==> config.mk <==
export PLATFORM = sky130hd
export DESIGN_NAME = bmdma_channel
export DESIGN_NICKNAME = d
export VERILOG_FILES = /design/src/rtl/bmdma_pkg.sv /design/src/rtl/bmdma_decode.sv /design/src/rtl/bmdma_regs.sv /design/src/rtl/bmdma_seq.sv /design/src/rtl/bmdma_channel.sv
export SDC_FILE = /design/constraint.sdc
export NUM_CORES = 1
export LEC_CHECK = 0
export BUFFER_PORTS_ARGS = -buffer_cell sky130_fd_sc_hd__buf_2
export CORE_MARGIN = 4
export CORE_UTILIZATION = 50
export CTS_BUF_LIST = sky130_fd_sc_hd__clkbuf_8
export CTS_CLUSTER_SIZE = 24
export DETAILED_ROUTE_END_ITERATION = 7
export PLACE_DENSITY = 0.79
export SLEW_MARGIN = 5
export SYNTH_ARGS = -nofsm -noshare
export SYNTH_HDL_FRONTEND = slang
export SYNTH_SLANG_ARGS = --single-unit
export TNS_END_PERCENT = 20
==> constraint.sdc <==
create_clock -name clk -period 2.4 [get_ports clk]
set_clock_uncertainty 0.05 [all_clocks]
set_input_delay 0 -clock clk [delete_from_list [all_inputs] [get_ports clk]]
set_output_delay 0 -clock clk [all_outputs]
set_load 0.01 [all_outputs]
==> src/rtl/bmdma_pkg.sv <==
package bmdma_pkg;

    localparam int DATA_W = 32;
    localparam int CNT_W  = 16;

    localparam logic [7:0]  OFS_TABLE   = 8'h00;
    localparam logic [7:0]  OFS_COUNT   = 8'h02;
    localparam logic [7:0]  CHAN_XOR    = 8'h80;
    localparam logic [15:0] DONE_CODE   = 16'h00FF;
    localparam logic [15:0] ACTIVE_FLAG = 16'h8000;

    typedef enum logic [1:0] {
        DIR_NONE       = 2'b00,
        DIR_TO_DRIVE   = 2'b01,
        DIR_FROM_DRIVE = 2'b10,
        DIR_BAD        = 2'b11
    } xfer_dir_t;

    typedef enum logic [2:0] {
        ST_IDLE,
        ST_DESC_ADDR,
        ST_DESC_LEN,
        ST_MEM_RD,
        ST_DRV_PUSH,
        ST_DRV_POP,
        ST_MEM_WR,
        ST_FINISH
    } seq_state_t;

endpackage

==> src/rtl/bmdma_decode.sv <==
module bmdma_decode
    import bmdma_pkg::*;
#(
    parameter int REG_AW  = 8,
    parameter int CHAN_ID = 0
) (
    input  logic [REG_AW-1:0] reg_addr,
    input  logic              reg_wr,
    output logic              hit_table,
    output logic              hit_count,
    output logic              tbl_wr,
    output logic              cnt_wr
);
    localparam logic [REG_AW-1:0] TBL_OFS = REG_AW'(OFS_TABLE);
    localparam logic [REG_AW-1:0] CNT_OFS = REG_AW'(OFS_COUNT);

    logic [REG_AW-1:0] local_ofs;

    generate
        if (CHAN_ID != 0) begin : g_chan1
            assign local_ofs = reg_addr ^ REG_AW'(CHAN_XOR);
        end else begin : g_chan0
            assign local_ofs = reg_addr;
        end
    endgenerate

    always_comb begin
        hit_table = (local_ofs == TBL_OFS);
        hit_count = (local_ofs == CNT_OFS);
        tbl_wr    = reg_wr && hit_table;
        cnt_wr    = reg_wr && hit_count;
    end

endmodule

==> src/rtl/bmdma_regs.sv <==
module bmdma_regs
    import bmdma_pkg::*;
(
    input  logic              clk,
    input  logic              rst_n,
    input  logic              tbl_wr_i,
    input  logic              cnt_wr_i,
    input  logic [DATA_W-1:0] wdata_i,
    input  logic              busy_i,
    input  logic              desc_step_i,
    input  logic              finish_i,
    output logic [DATA_W-1:0] ptr_o,
    output logic [CNT_W-1:0]  cnt_o,
    output xfer_dir_t         dir_o,
    output logic              start_o,
    output logic [15:0]       status_o,
    output logic              irq_stat_o
);
    logic [DATA_W-1:0] ptr_q;
    logic [CNT_W-1:0]  cnt_q;
    logic              done_q;
    logic              irq_q;
    logic              dir_ok;

    always_comb begin
        dir_o   = xfer_dir_t'(ptr_q[1:0]);
        dir_ok  = (dir_o == DIR_TO_DRIVE) || (dir_o == DIR_FROM_DRIVE);
        start_o = cnt_wr_i && !busy_i && dir_ok;
    end

    always_ff @(posedge clk) begin
        if (!rst_n) begin
            ptr_q  <= '0;
            cnt_q  <= '0;
            done_q <= 1'b0;
            irq_q  <= 1'b0;
        end else begin
            if (tbl_wr_i && !busy_i) begin
                ptr_q <= wdata_i;
                irq_q <= 1'b0;
            end
            if (start_o) begin
                cnt_q  <= wdata_i[CNT_W-1:0];
                done_q <= 1'b0;
            end else if (desc_step_i) begin
                cnt_q <= cnt_q - 1'b1;
            end
            if (finish_i) begin
                done_q <= 1'b1;
                irq_q  <= 1'b1;
            end
        end
    end

    always_comb begin
        if (busy_i)
            status_o = ACTIVE_FLAG | {1'b0, cnt_q[14:0]};
        else if (done_q)
            status_o = DONE_CODE;
        else
            status_o = 16'h0000;
    end

    assign ptr_o      = ptr_q;
    assign cnt_o      = cnt_q;
    assign irq_stat_o = irq_q;


    ptr_hold_chk: assert property (@(posedge clk) disable iff (!rst_n)
        busy_i |=> $stable(ptr_q));


    irq_set_chk: assert property (@(posedge clk) disable iff (!rst_n)
        finish_i |=> irq_q);


    busy_code_chk: assert property (@(posedge clk) disable iff (!rst_n)
        busy_i |-> (status_o != DONE_CODE));


    irq_keep_chk: assert property (@(posedge clk) disable iff (!rst_n)
        (irq_q && !tbl_wr_i) |=> irq_q);

endmodule

==> src/rtl/bmdma_seq.sv <==
module bmdma_seq
    import bmdma_pkg::*;
#(
    parameter int XFER_W = 30
) (
    input  logic              clk,
    input  logic              rst_n,
    input  logic              start_i,
    input  xfer_dir_t         dir_i,
    input  logic [DATA_W-1:0] ptr_i,
    input  logic [CNT_W-1:0]  cnt_i,
    output logic              busy_o,
    output logic              desc_step_o,
    output logic              finish_o,
    output logic              mem_req_o,
    output logic              mem_we_o,
    output logic [DATA_W-1:0] mem_addr_o,
    output logic [DATA_W-1:0] mem_wdata_o,
    input  logic [DATA_W-1:0] mem_rdata_i,
    input  logic              mem_ack_i,
    output logic              drv_wr_valid_o,
    input  logic              drv_wr_ready_i,
    output logic [DATA_W-1:0] drv_wdata_o,
    input  logic              drv_rd_valid_i,
    output logic              drv_rd_ready_o,
    input  logic [DATA_W-1:0] drv_rdata_i
);
    localparam logic [XFER_W-1:0] ONE_WORD = XFER_W'(1);
    localparam logic [CNT_W-1:0]  CNT_ONE  = CNT_W'(1);

    seq_state_t        state_q, state_d;
    xfer_dir_t         dir_q;
    logic [DATA_W-1:0] tbl_q;
    logic [DATA_W-1:0] dat_q;
    logic [DATA_W-1:0] hold_q;
    logic [XFER_W-1:0] words_q;
    logic              last_q;

    logic [XFER_W-1:0] len_words;
    logic              last_now;
    logic              word_done;
    logic              entry_end;

    always_comb begin
        len_words = mem_rdata_i[XFER_W+1:2];
        last_now  = (cnt_i <= CNT_ONE) || (cnt_i == '1);
        word_done = ((state_q == ST_DRV_PUSH) && drv_wr_ready_i) ||
                    ((state_q == ST_MEM_WR) && mem_ack_i);
        entry_end = (words_q == ONE_WORD);
    end

    // state register
    always_ff @(posedge clk) begin
        if (!rst_n) state_q <= ST_IDLE;
        else        state_q <= state_d;
    end

    // next state
    always_comb begin
        state_d = state_q;
        unique case (state_q)
            ST_IDLE: begin
                if (start_i) state_d = ST_DESC_ADDR;
            end
            ST_DESC_ADDR: begin
                if (mem_ack_i) state_d = ST_DESC_LEN;
            end
            ST_DESC_LEN: begin
                if (mem_ack_i) begin
                    if (len_words == '0)
                        state_d = last_now ? ST_FINISH : ST_DESC_ADDR;
                    else if (dir_q == DIR_TO_DRIVE)
                        state_d = ST_MEM_RD;
                    else
                        state_d = ST_DRV_POP;
                end
            end
            ST_MEM_RD: begin
                if (mem_ack_i) state_d = ST_DRV_PUSH;
            end
            ST_DRV_POP: begin
                if (drv_rd_valid_i) state_d = ST_MEM_WR;
            end
            ST_DRV_PUSH, ST_MEM_WR: begin
                if (word_done) begin
                    if (!entry_end)
                        state_d = (dir_q == DIR_TO_DRIVE) ? ST_MEM_RD : ST_DRV_POP;
                    else
                        state_d = last_q ? ST_FINISH : ST_DESC_ADDR;
                end
            end
            ST_FINISH: state_d = ST_IDLE;
            default:   state_d = ST_IDLE;
        endcase
    end

    // datapath registers
    always_ff @(posedge clk) begin
        if (!rst_n) begin
            dir_q   <= DIR_NONE;
            tbl_q   <= '0;
            dat_q   <= '0;
            hold_q  <= '0;
            words_q <= '0;
            last_q  <= 1'b0;
        end else begin
            if (state_q == ST_IDLE && start_i) begin
                dir_q  <= dir_i;
                tbl_q  <= {ptr_i[DATA_W-1:2], 2'b00};
                last_q <= 1'b0;
            end
            if (state_q == ST_DESC_ADDR && mem_ack_i) begin
                dat_q <= {mem_rdata_i[DATA_W-1:2], 2'b00};
                tbl_q <= tbl_q + 32'd4;
            end
            if (state_q == ST_DESC_LEN && mem_ack_i) begin
                words_q <= len_words;
                last_q  <= last_now;
                tbl_q   <= tbl_q + 32'd4;
            end
            if (state_q == ST_MEM_RD && mem_ack_i)
                hold_q <= mem_rdata_i;
            if (state_q == ST_DRV_POP && drv_rd_valid_i)
                hold_q <= drv_rdata_i;
            if (word_done) begin
                dat_q   <= dat_q + 32'd4;
                words_q <= words_q - ONE_WORD;
            end
        end
    end

    // outputs
    always_comb begin
        busy_o         = (state_q != ST_IDLE);
        finish_o       = (state_q == ST_FINISH);
        desc_step_o    = ((state_q == ST_DESC_ADDR) || (state_q == ST_DESC_LEN)) && mem_ack_i;
        mem_req_o      = (state_q == ST_DESC_ADDR) || (state_q == ST_DESC_LEN) ||
                         (state_q == ST_MEM_RD)    || (state_q == ST_MEM_WR);
        mem_we_o       = (state_q == ST_MEM_WR);
        mem_addr_o     = ((state_q == ST_DESC_ADDR) || (state_q == ST_DESC_LEN)) ? tbl_q : dat_q;
        mem_wdata_o    = hold_q;
        drv_wr_valid_o = (state_q == ST_DRV_PUSH);
        drv_wdata_o    = hold_q;
        drv_rd_ready_o = (state_q == ST_DRV_POP);
    end


    one_port_chk: assert property (@(posedge clk) disable iff (!rst_n)
        $onehot0({mem_req_o, drv_wr_valid_o, drv_rd_ready_o}));


    mem_hold_chk: assert property (@(posedge clk) disable iff (!rst_n)
        (mem_req_o && !mem_ack_i) |=>
            (mem_req_o && $stable(mem_addr_o) && $stable(mem_we_o) && $stable(mem_wdata_o)));


    push_hold_chk: assert property (@(posedge clk) disable iff (!rst_n)
        (drv_wr_valid_o && !drv_wr_ready_i) |=> (drv_wr_valid_o && $stable(drv_wdata_o)));

endmodule

==> src/rtl/bmdma_channel.sv <==
module bmdma_channel
    import bmdma_pkg::*;
#(
    parameter int REG_AW  = 8,
    parameter int CHAN_ID = 0,
    parameter int XFER_W  = 30
) (
    input  logic              clk,
    input  logic              rst_n,
    input  logic [REG_AW-1:0] reg_addr,
    input  logic              reg_wr,
    input  logic [31:0]       reg_wdata,
    output logic [31:0]       reg_rdata,
    input  logic              irq_mask,
    output logic              bm_irq_status,
    output logic              irq,
    output logic              mem_req,
    output logic              mem_we,
    output logic [31:0]       mem_addr,
    output logic [31:0]       mem_wdata,
    input  logic [31:0]       mem_rdata,
    input  logic              mem_ack,
    output logic              drv_wr_valid,
    input  logic              drv_wr_ready,
    output logic [31:0]       drv_wdata,
    input  logic              drv_rd_valid,
    output logic              drv_rd_ready,
    input  logic [31:0]       drv_rdata
);
    logic              hit_table, hit_count, tbl_wr, cnt_wr;
    logic [DATA_W-1:0] ptr;
    logic [CNT_W-1:0]  cnt;
    xfer_dir_t         dir;
    logic              start, busy, desc_step, finish;
    logic [15:0]       status;

    bmdma_decode #(.REG_AW(REG_AW), .CHAN_ID(CHAN_ID)) u_decode (
        .reg_addr  (reg_addr),
        .reg_wr    (reg_wr),
        .hit_table (hit_table),
        .hit_count (hit_count),
        .tbl_wr    (tbl_wr),
        .cnt_wr    (cnt_wr)
    );

    bmdma_regs u_regs (
        .clk         (clk),
        .rst_n       (rst_n),
        .tbl_wr_i    (tbl_wr),
        .cnt_wr_i    (cnt_wr),
        .wdata_i     (reg_wdata),
        .busy_i      (busy),
        .desc_step_i (desc_step),
        .finish_i    (finish),
        .ptr_o       (ptr),
        .cnt_o       (cnt),
        .dir_o       (dir),
        .start_o     (start),
        .status_o    (status),
        .irq_stat_o  (bm_irq_status)
    );

    bmdma_seq #(.XFER_W(XFER_W)) u_seq (
        .clk            (clk),
        .rst_n          (rst_n),
        .start_i        (start),
        .dir_i          (dir),
        .ptr_i          (ptr),
        .cnt_i          (cnt),
        .busy_o         (busy),
        .desc_step_o    (desc_step),
        .finish_o       (finish),
        .mem_req_o      (mem_req),
        .mem_we_o       (mem_we),
        .mem_addr_o     (mem_addr),
        .mem_wdata_o    (mem_wdata),
        .mem_rdata_i    (mem_rdata),
        .mem_ack_i      (mem_ack),
        .drv_wr_valid_o (drv_wr_valid),
        .drv_wr_ready_i (drv_wr_ready),
        .drv_wdata_o    (drv_wdata),
        .drv_rd_valid_i (drv_rd_valid),
        .drv_rd_ready_o (drv_rd_ready),
        .drv_rdata_i    (drv_rdata)
    );

    always_comb begin
        if (hit_table)      reg_rdata = ptr;
        else if (hit_count) reg_rdata = {16'h0000, status};
        else                reg_rdata = 32'h0;
        irq = bm_irq_status && !irq_mask;
    end

endmodule

Yosys cells after proc, flatten, opt, wreduce, memory -nomap -nowiden
Cells that the tools add are included.

storage, ports and cells
  bits of input ports = 111
  bits in registers = 182
  word-level logic and storage cells = 105

operators by class
  muxes and demuxes = 34
  reduce and logical (&&, ||, !) cells = 36
  equal/unequal tests = 19
  add/sub/neg operators = 4
  magnitude comparators = 1

operator list
  kind                                                                               count
  32-bit two-way mux                                                                 9
  32-bit by 3-bit adder with 32-bit output, second input constant                    2
  16-bit two-way mux                                                                 4
  30-bit two-way mux                                                                 2
  3-bit two-way mux                                                                  11
  30-bit by 1-bit equality test with 1-bit output, second input constant             1
  30-bit logical NOT                                                                 1
  30-bit by 1-bit subtractor with 30-bit output, second input constant               1
  3-bit case mux with 7 select lines                                                 1
  16-bit equality test, second input constant                                        1
  16-bit by 1-bit less-or-equal comparator with 1-bit output, second input constant  1
  16-bit by 1-bit subtractor with 16-bit output, second input constant               1
  1-bit logical AND                                                                  14
  2-bit nonzero test                                                                 7
  3-bit equality test, second input constant                                         4
  8-bit by 2-bit equality test with 1-bit output, second input constant              1
  8-bit logical NOT                                                                  1
  8-bit two-way mux                                                                  1
  2-bit inequality test, second input constant                                       4
  3-bit by 2-bit equality test with 1-bit output, second input constant              2
  1-bit logical OR                                                                   6
  1-bit two-way mux                                                                  6
  6-bit AND reduction                                                                1
  3-bit nonzero test                                                                 2
  other kinds (7)                                                                    10

Logic depth before layout (Yosys ltp)
  depth in word-level cells = 8
  mapped depth = 9
  mapped depth without buffers = 8

Modules after synthesis
Synthesis repeated with hierarchy kept, for this count alone.

unflattened totals
  cells, all modules = 1296
  area total of the unflattened synthesis = 10288.6 sq um

by module, submodules not included
  module         times used  cells an instance  seq. area each (sq um)  area an instance (sq um)
  bmdma_seq      1           963                2562.5                  7763.7
  bmdma_regs     1           285                1001.0                  2178.3
  bmdma_channel  1           40                 0.0                     292.8
  bmdma_decode   1           8                  0.0                     53.8

Worst setup path before layout
OpenSTA, ideal clock, no wires.

  kind = reg-to-reg
  from = register u_regs.cnt_q[4], in the netlist u_regs.cnt_o[4]
  to = register u_regs.cnt_q[12], in the netlist u_regs.cnt_o[12]
  data required time = 2280 ps
  arrival time = 2271 ps
  period minus slack after synthesis = 2392 ps
  library setup time = 70 ps
  path slack = 8 ps
  buffers on the path = 1
  stages on the path, launching flop included = 8
  cells stage by stage = dfxtp_1 > buf_2 > or4_4 > or2_2 > or3_1 > nor4_1 > mux2_2 > a21oi_1

on the way
  longest elaborated chain between the ends = 3

RTL lines
  what                                           line              text
  start: declaration                             bmdma_regs.sv:20  logic [CNT_W-1:0] cnt_q;
  start signal: assignment                       bmdma_regs.sv:43  cnt_q <= wdata_i[CNT_W-1:0];
  start signal: assignment                       bmdma_regs.sv:46  cnt_q <= cnt_q - 1'b1;
  16-bit by 1-bit subtractor with 16-bit output  bmdma_regs.sv:46
  16-bit two-way mux                             bmdma_regs.sv:45  end else if (desc_step_i) begin
  16-bit two-way mux                             bmdma_regs.sv:42  if (start_o) begin

No other way between the ends. The select of a mux whose other input is x is not followed.
A chain may end at the register's enable or synchronous reset.

Worst setup path in the final report
Ends and elaborated chain as after synthesis.

==> out/qor.txt <==
Setup violators final: 0
Worst Setup Path Type: flip-flop to flip-flop
Most Crowded Layer GR: met2
Commonest register cell after synthesis: dfxtp_1
Syn. warnings: 0
WL/cell: 19.03 µm
Router iterations before antenna repair: 7
Nets: 1682
CTS Sinks: 178
Via count: 11240
CP Capture Type: flip-flop
Global route total overflow: 0
Complex-gate fraction of the synthesized area: 22.67%
Pre-CTS setup slack: 0.06197 ns
CP max stage cell: or4_4
CP top delay family: simple AND/OR/NAND/NOR gates
FF-to-FF path depth: 6
Min Tclk post-route: 2.329 ns
GR Layer Usage met1: 40.00%
LEAKAGE: 5.534 nW
CTS tree: yes
Hold Path Cell Cnt: 4
Critical-path maximum fanout: 4
Total wire length: 35.07 mm
Synth Area in Simple Gates: 25.31%
Status: finished clean
Pwr/cell area: 424.7 nW/µm²
Post-synthesis sequential area ratio: 36.19%
Final std cells w/o fill: 1843
Reg-to-Reg Start: u_regs.cnt_o[4]
Inst Count DP: 1705
Avg Inst Size Synth: 7.833 µm²
Max-cap violations: 0
Max clock buf depth: 2
CP max stage delay: 0.56 ns
First-pass GRT wire length: 54.57 mm
Grt met3 use: 6.977%
HP Class: input pin to flip-flop
Worst setup SP type: flip-flop
Largest net degree at the start of global routing: 65
Post-DR vias/cell: 6.099
IO Port Bufs: 242
Row count: 51
Area Growth Syn to Fin: 30.37%
Worst hold endpoint: u_regs.irq_stat_o
Unrepaired setup endpoints after global routing: yes
Starting density of the core: 50.75%
Data required, critical path: 2.76 ns
Max Freq: 0.4294 GHz
Highest ir drop seen on vdd: 0.3672 mV
Die area: 22000 µm²
Reg clk slew, reported paths: 0.10 ns
Post-synthesis adder-cell area fraction: 0.8896%
Iter 0 DRT Violations: 1167
Die height: 148.3 µm
Final hold violations: 0
Post-layout util: 66.17%
Core ar.: 19400 µm²
Final Max Slew Viols: 0
Cell Chain, Critical Path: or4_4, or2_2, or3_1, nor4_2, mux2_2, a21oi_1
Period utilization: 97.03%
Final Instance Area: 12840 µm²
Reg-to-reg critical path endpoint: u_regs.cnt_o[12]
Worst-Skew Late Latency: 0.48 ns
Hold Crit Start: reg_wr
Met2 usage: 49.17%
Async set or reset register ratio after synthesis: 0%
Share of cells above drive strength 1: 25.30%
Register bit total from synthesis: 178
H-tree depth: 4
Setup ws final: 0.07131 ns
# IOs: 245
Initial antenna violation count: 0
Worst hold slack: 0.05010 ns
FF-to-FF setup slack: 0.07 ns
Vias in the first global route: 10410
Post-synthesis mux area share: 7.574%
Measured slew at the worst slew-check pin: 0.5463 ns
Post-synth EDFFs: 0
CTS buffer count: 17
Buffers & Inverters on Critical Path: 0
Post-Synth XOR/XNOR Area: 0.8006%
Distinct cell type count after synthesis: 70
Gate count of the mapped netlist: 1257
Die Wd: 148.3 µm
Largest family of logic cells by synthesized area: simple AND/OR/NAND/NOR gates
Routability cong.: 0.9769
Rel. slew slack: 63.58%
Hpwl dp: 23.43 mm
Crit path DAT: 2.69 ns
Syn Std Cell Area: 9846 µm²
Total GRT Usage: 30.66%
Clk root buf: clkbuf_8
Power consumption: 5.452 mW
Post-DP Area: 11340 µm²
DRC: 0
Fin Setup TNS: 0 ns
Antenna Nets Post-Route: 0
[area by class of cell]
cell class / instances / area [µm²]
inverters: 13 / 51.30
fillers: 1634 / 6563
diodes: 1 / 2.502
well taps: 265 / 331.6
multi-input cells: 946 / 5694
clock inverters: 15 / 157.7
repair buffers: 408 / 2800
flip-flops and latches: 178 / 3565
clock buffers: 17 / 234.0
[kinds of logic after synthesis]
family                   after synthesis
buffers and inverters                134
flip-flops                           178
adder cells (fa/ha/maj)                7
XOR/XNOR                               9
AO/OA/AOI/OAI                        346
other                                  1
AND/OR/NAND/NOR                      512
multiplexers                          70
[per-layer routing]
| layer | wire length [µm] | part of all wire (%) | vias to the layer above |
|---|---|---|---|
| met1 | 13820 | 39 | 5270 |
| met2 | 16310 | 46 | 660 |
| li1 | - | - | 5203 |
| met4 | 1211 | 3.5 | 0 |
| met5 | 0 | 0 | - |
| met3 | 3728 | 11 | 107 |
[layout by cell type, fill, tap and decap left out, drive strengths merged, types with 18 or more instances in the layout]
cell	instances
a211oi	41
a21oi	127
and2	25
and3	25
buf	304
dfxtp	178
dlygate4sd3	104
inv	18
mux2	36
mux2i	34
nand2	153
nand3	59
nor2	117
nor3	45
nor4	29
o211ai	23
o21ai	48
[state kept, by name, indices dropped and copies added (netlist names), 2 cells and up]
signal / count
u_regs.cnt_o: 16
u_regs.ptr_o: 32
u_seq.dat_q: 30
u_seq.dir_q: 2
u_seq.drv_wdata_o: 32
u_seq.state_q: 3
u_seq.tbl_q: 30
u_seq.words_q: 30
[Yosys cell counts (23+ instances only)]
library cell | instances | area (µm²)
a211oi_1 | 41 | 307.8
a21oi_1 | 127 | 635.6
and2_1 | 24 | 150.1
and3_1 | 24 | 150.1
buf_4 | 36 | 270.3
clkbuf_1 | 73 | 274.0
dfxtp_1 | 178 | 3563
mux2_2 | 36 | 405.4
mux2i_1 | 34 | 340.3
nand2_1 | 152 | 570.6
nand3_1 | 59 | 295.3
nor2_1 | 117 | 439.2
nor3_1 | 42 | 210.2
nor4_1 | 28 | 175.2
o211ai_1 | 23 | 172.7
o21ai_0 | 48 | 240.2
[repair_timing]
| item | 4_1_cts | 5_1_grt |
|---|---|---|
| gates resized for setup | 0 | 14 |
| setup endpoints to repair | 0 | 46 |
| buffers inserted | 0 | 1 |
| endpoints found under the hold margin | 150 | 0 |
| hold buffers | 104 | 0 |
[worst max path at each step]
stage / cells past startpoint / to / startpoint
after floorplan: 7 / u_regs.cnt_o[12] / u_regs.cnt_o[4]
after global placement: 6 / u_regs.cnt_o[12] / u_regs.cnt_o[4]
after detailed placement: 6 / u_regs.cnt_o[12] / u_regs.cnt_o[4]
after CTS: 8 / u_seq.drv_wdata_o[25] / u_seq.state_q[1]
after global routing: 7 / u_seq.drv_wdata_o[23] / u_seq.state_q[0]
final: 6 / u_regs.cnt_o[12] / u_regs.cnt_o[4]
[power breakdown]
group          total, mW  internal, mW  leakage [nW]  switching, mW
clock network       2.12         0.936         0.200           1.19
logic              0.374         0.188          3.90          0.186
registers           2.95          2.95          1.43        0.00142
total               5.45          4.08          5.53           1.37
[worst min-delay path, stage by stage]
cell	delay, ns
buf_2	0.11
nand3_1	0.23
nand2_1	0.14
a21oi_1	0.05
Note: power is estimated with default switching activity, not from simulation.
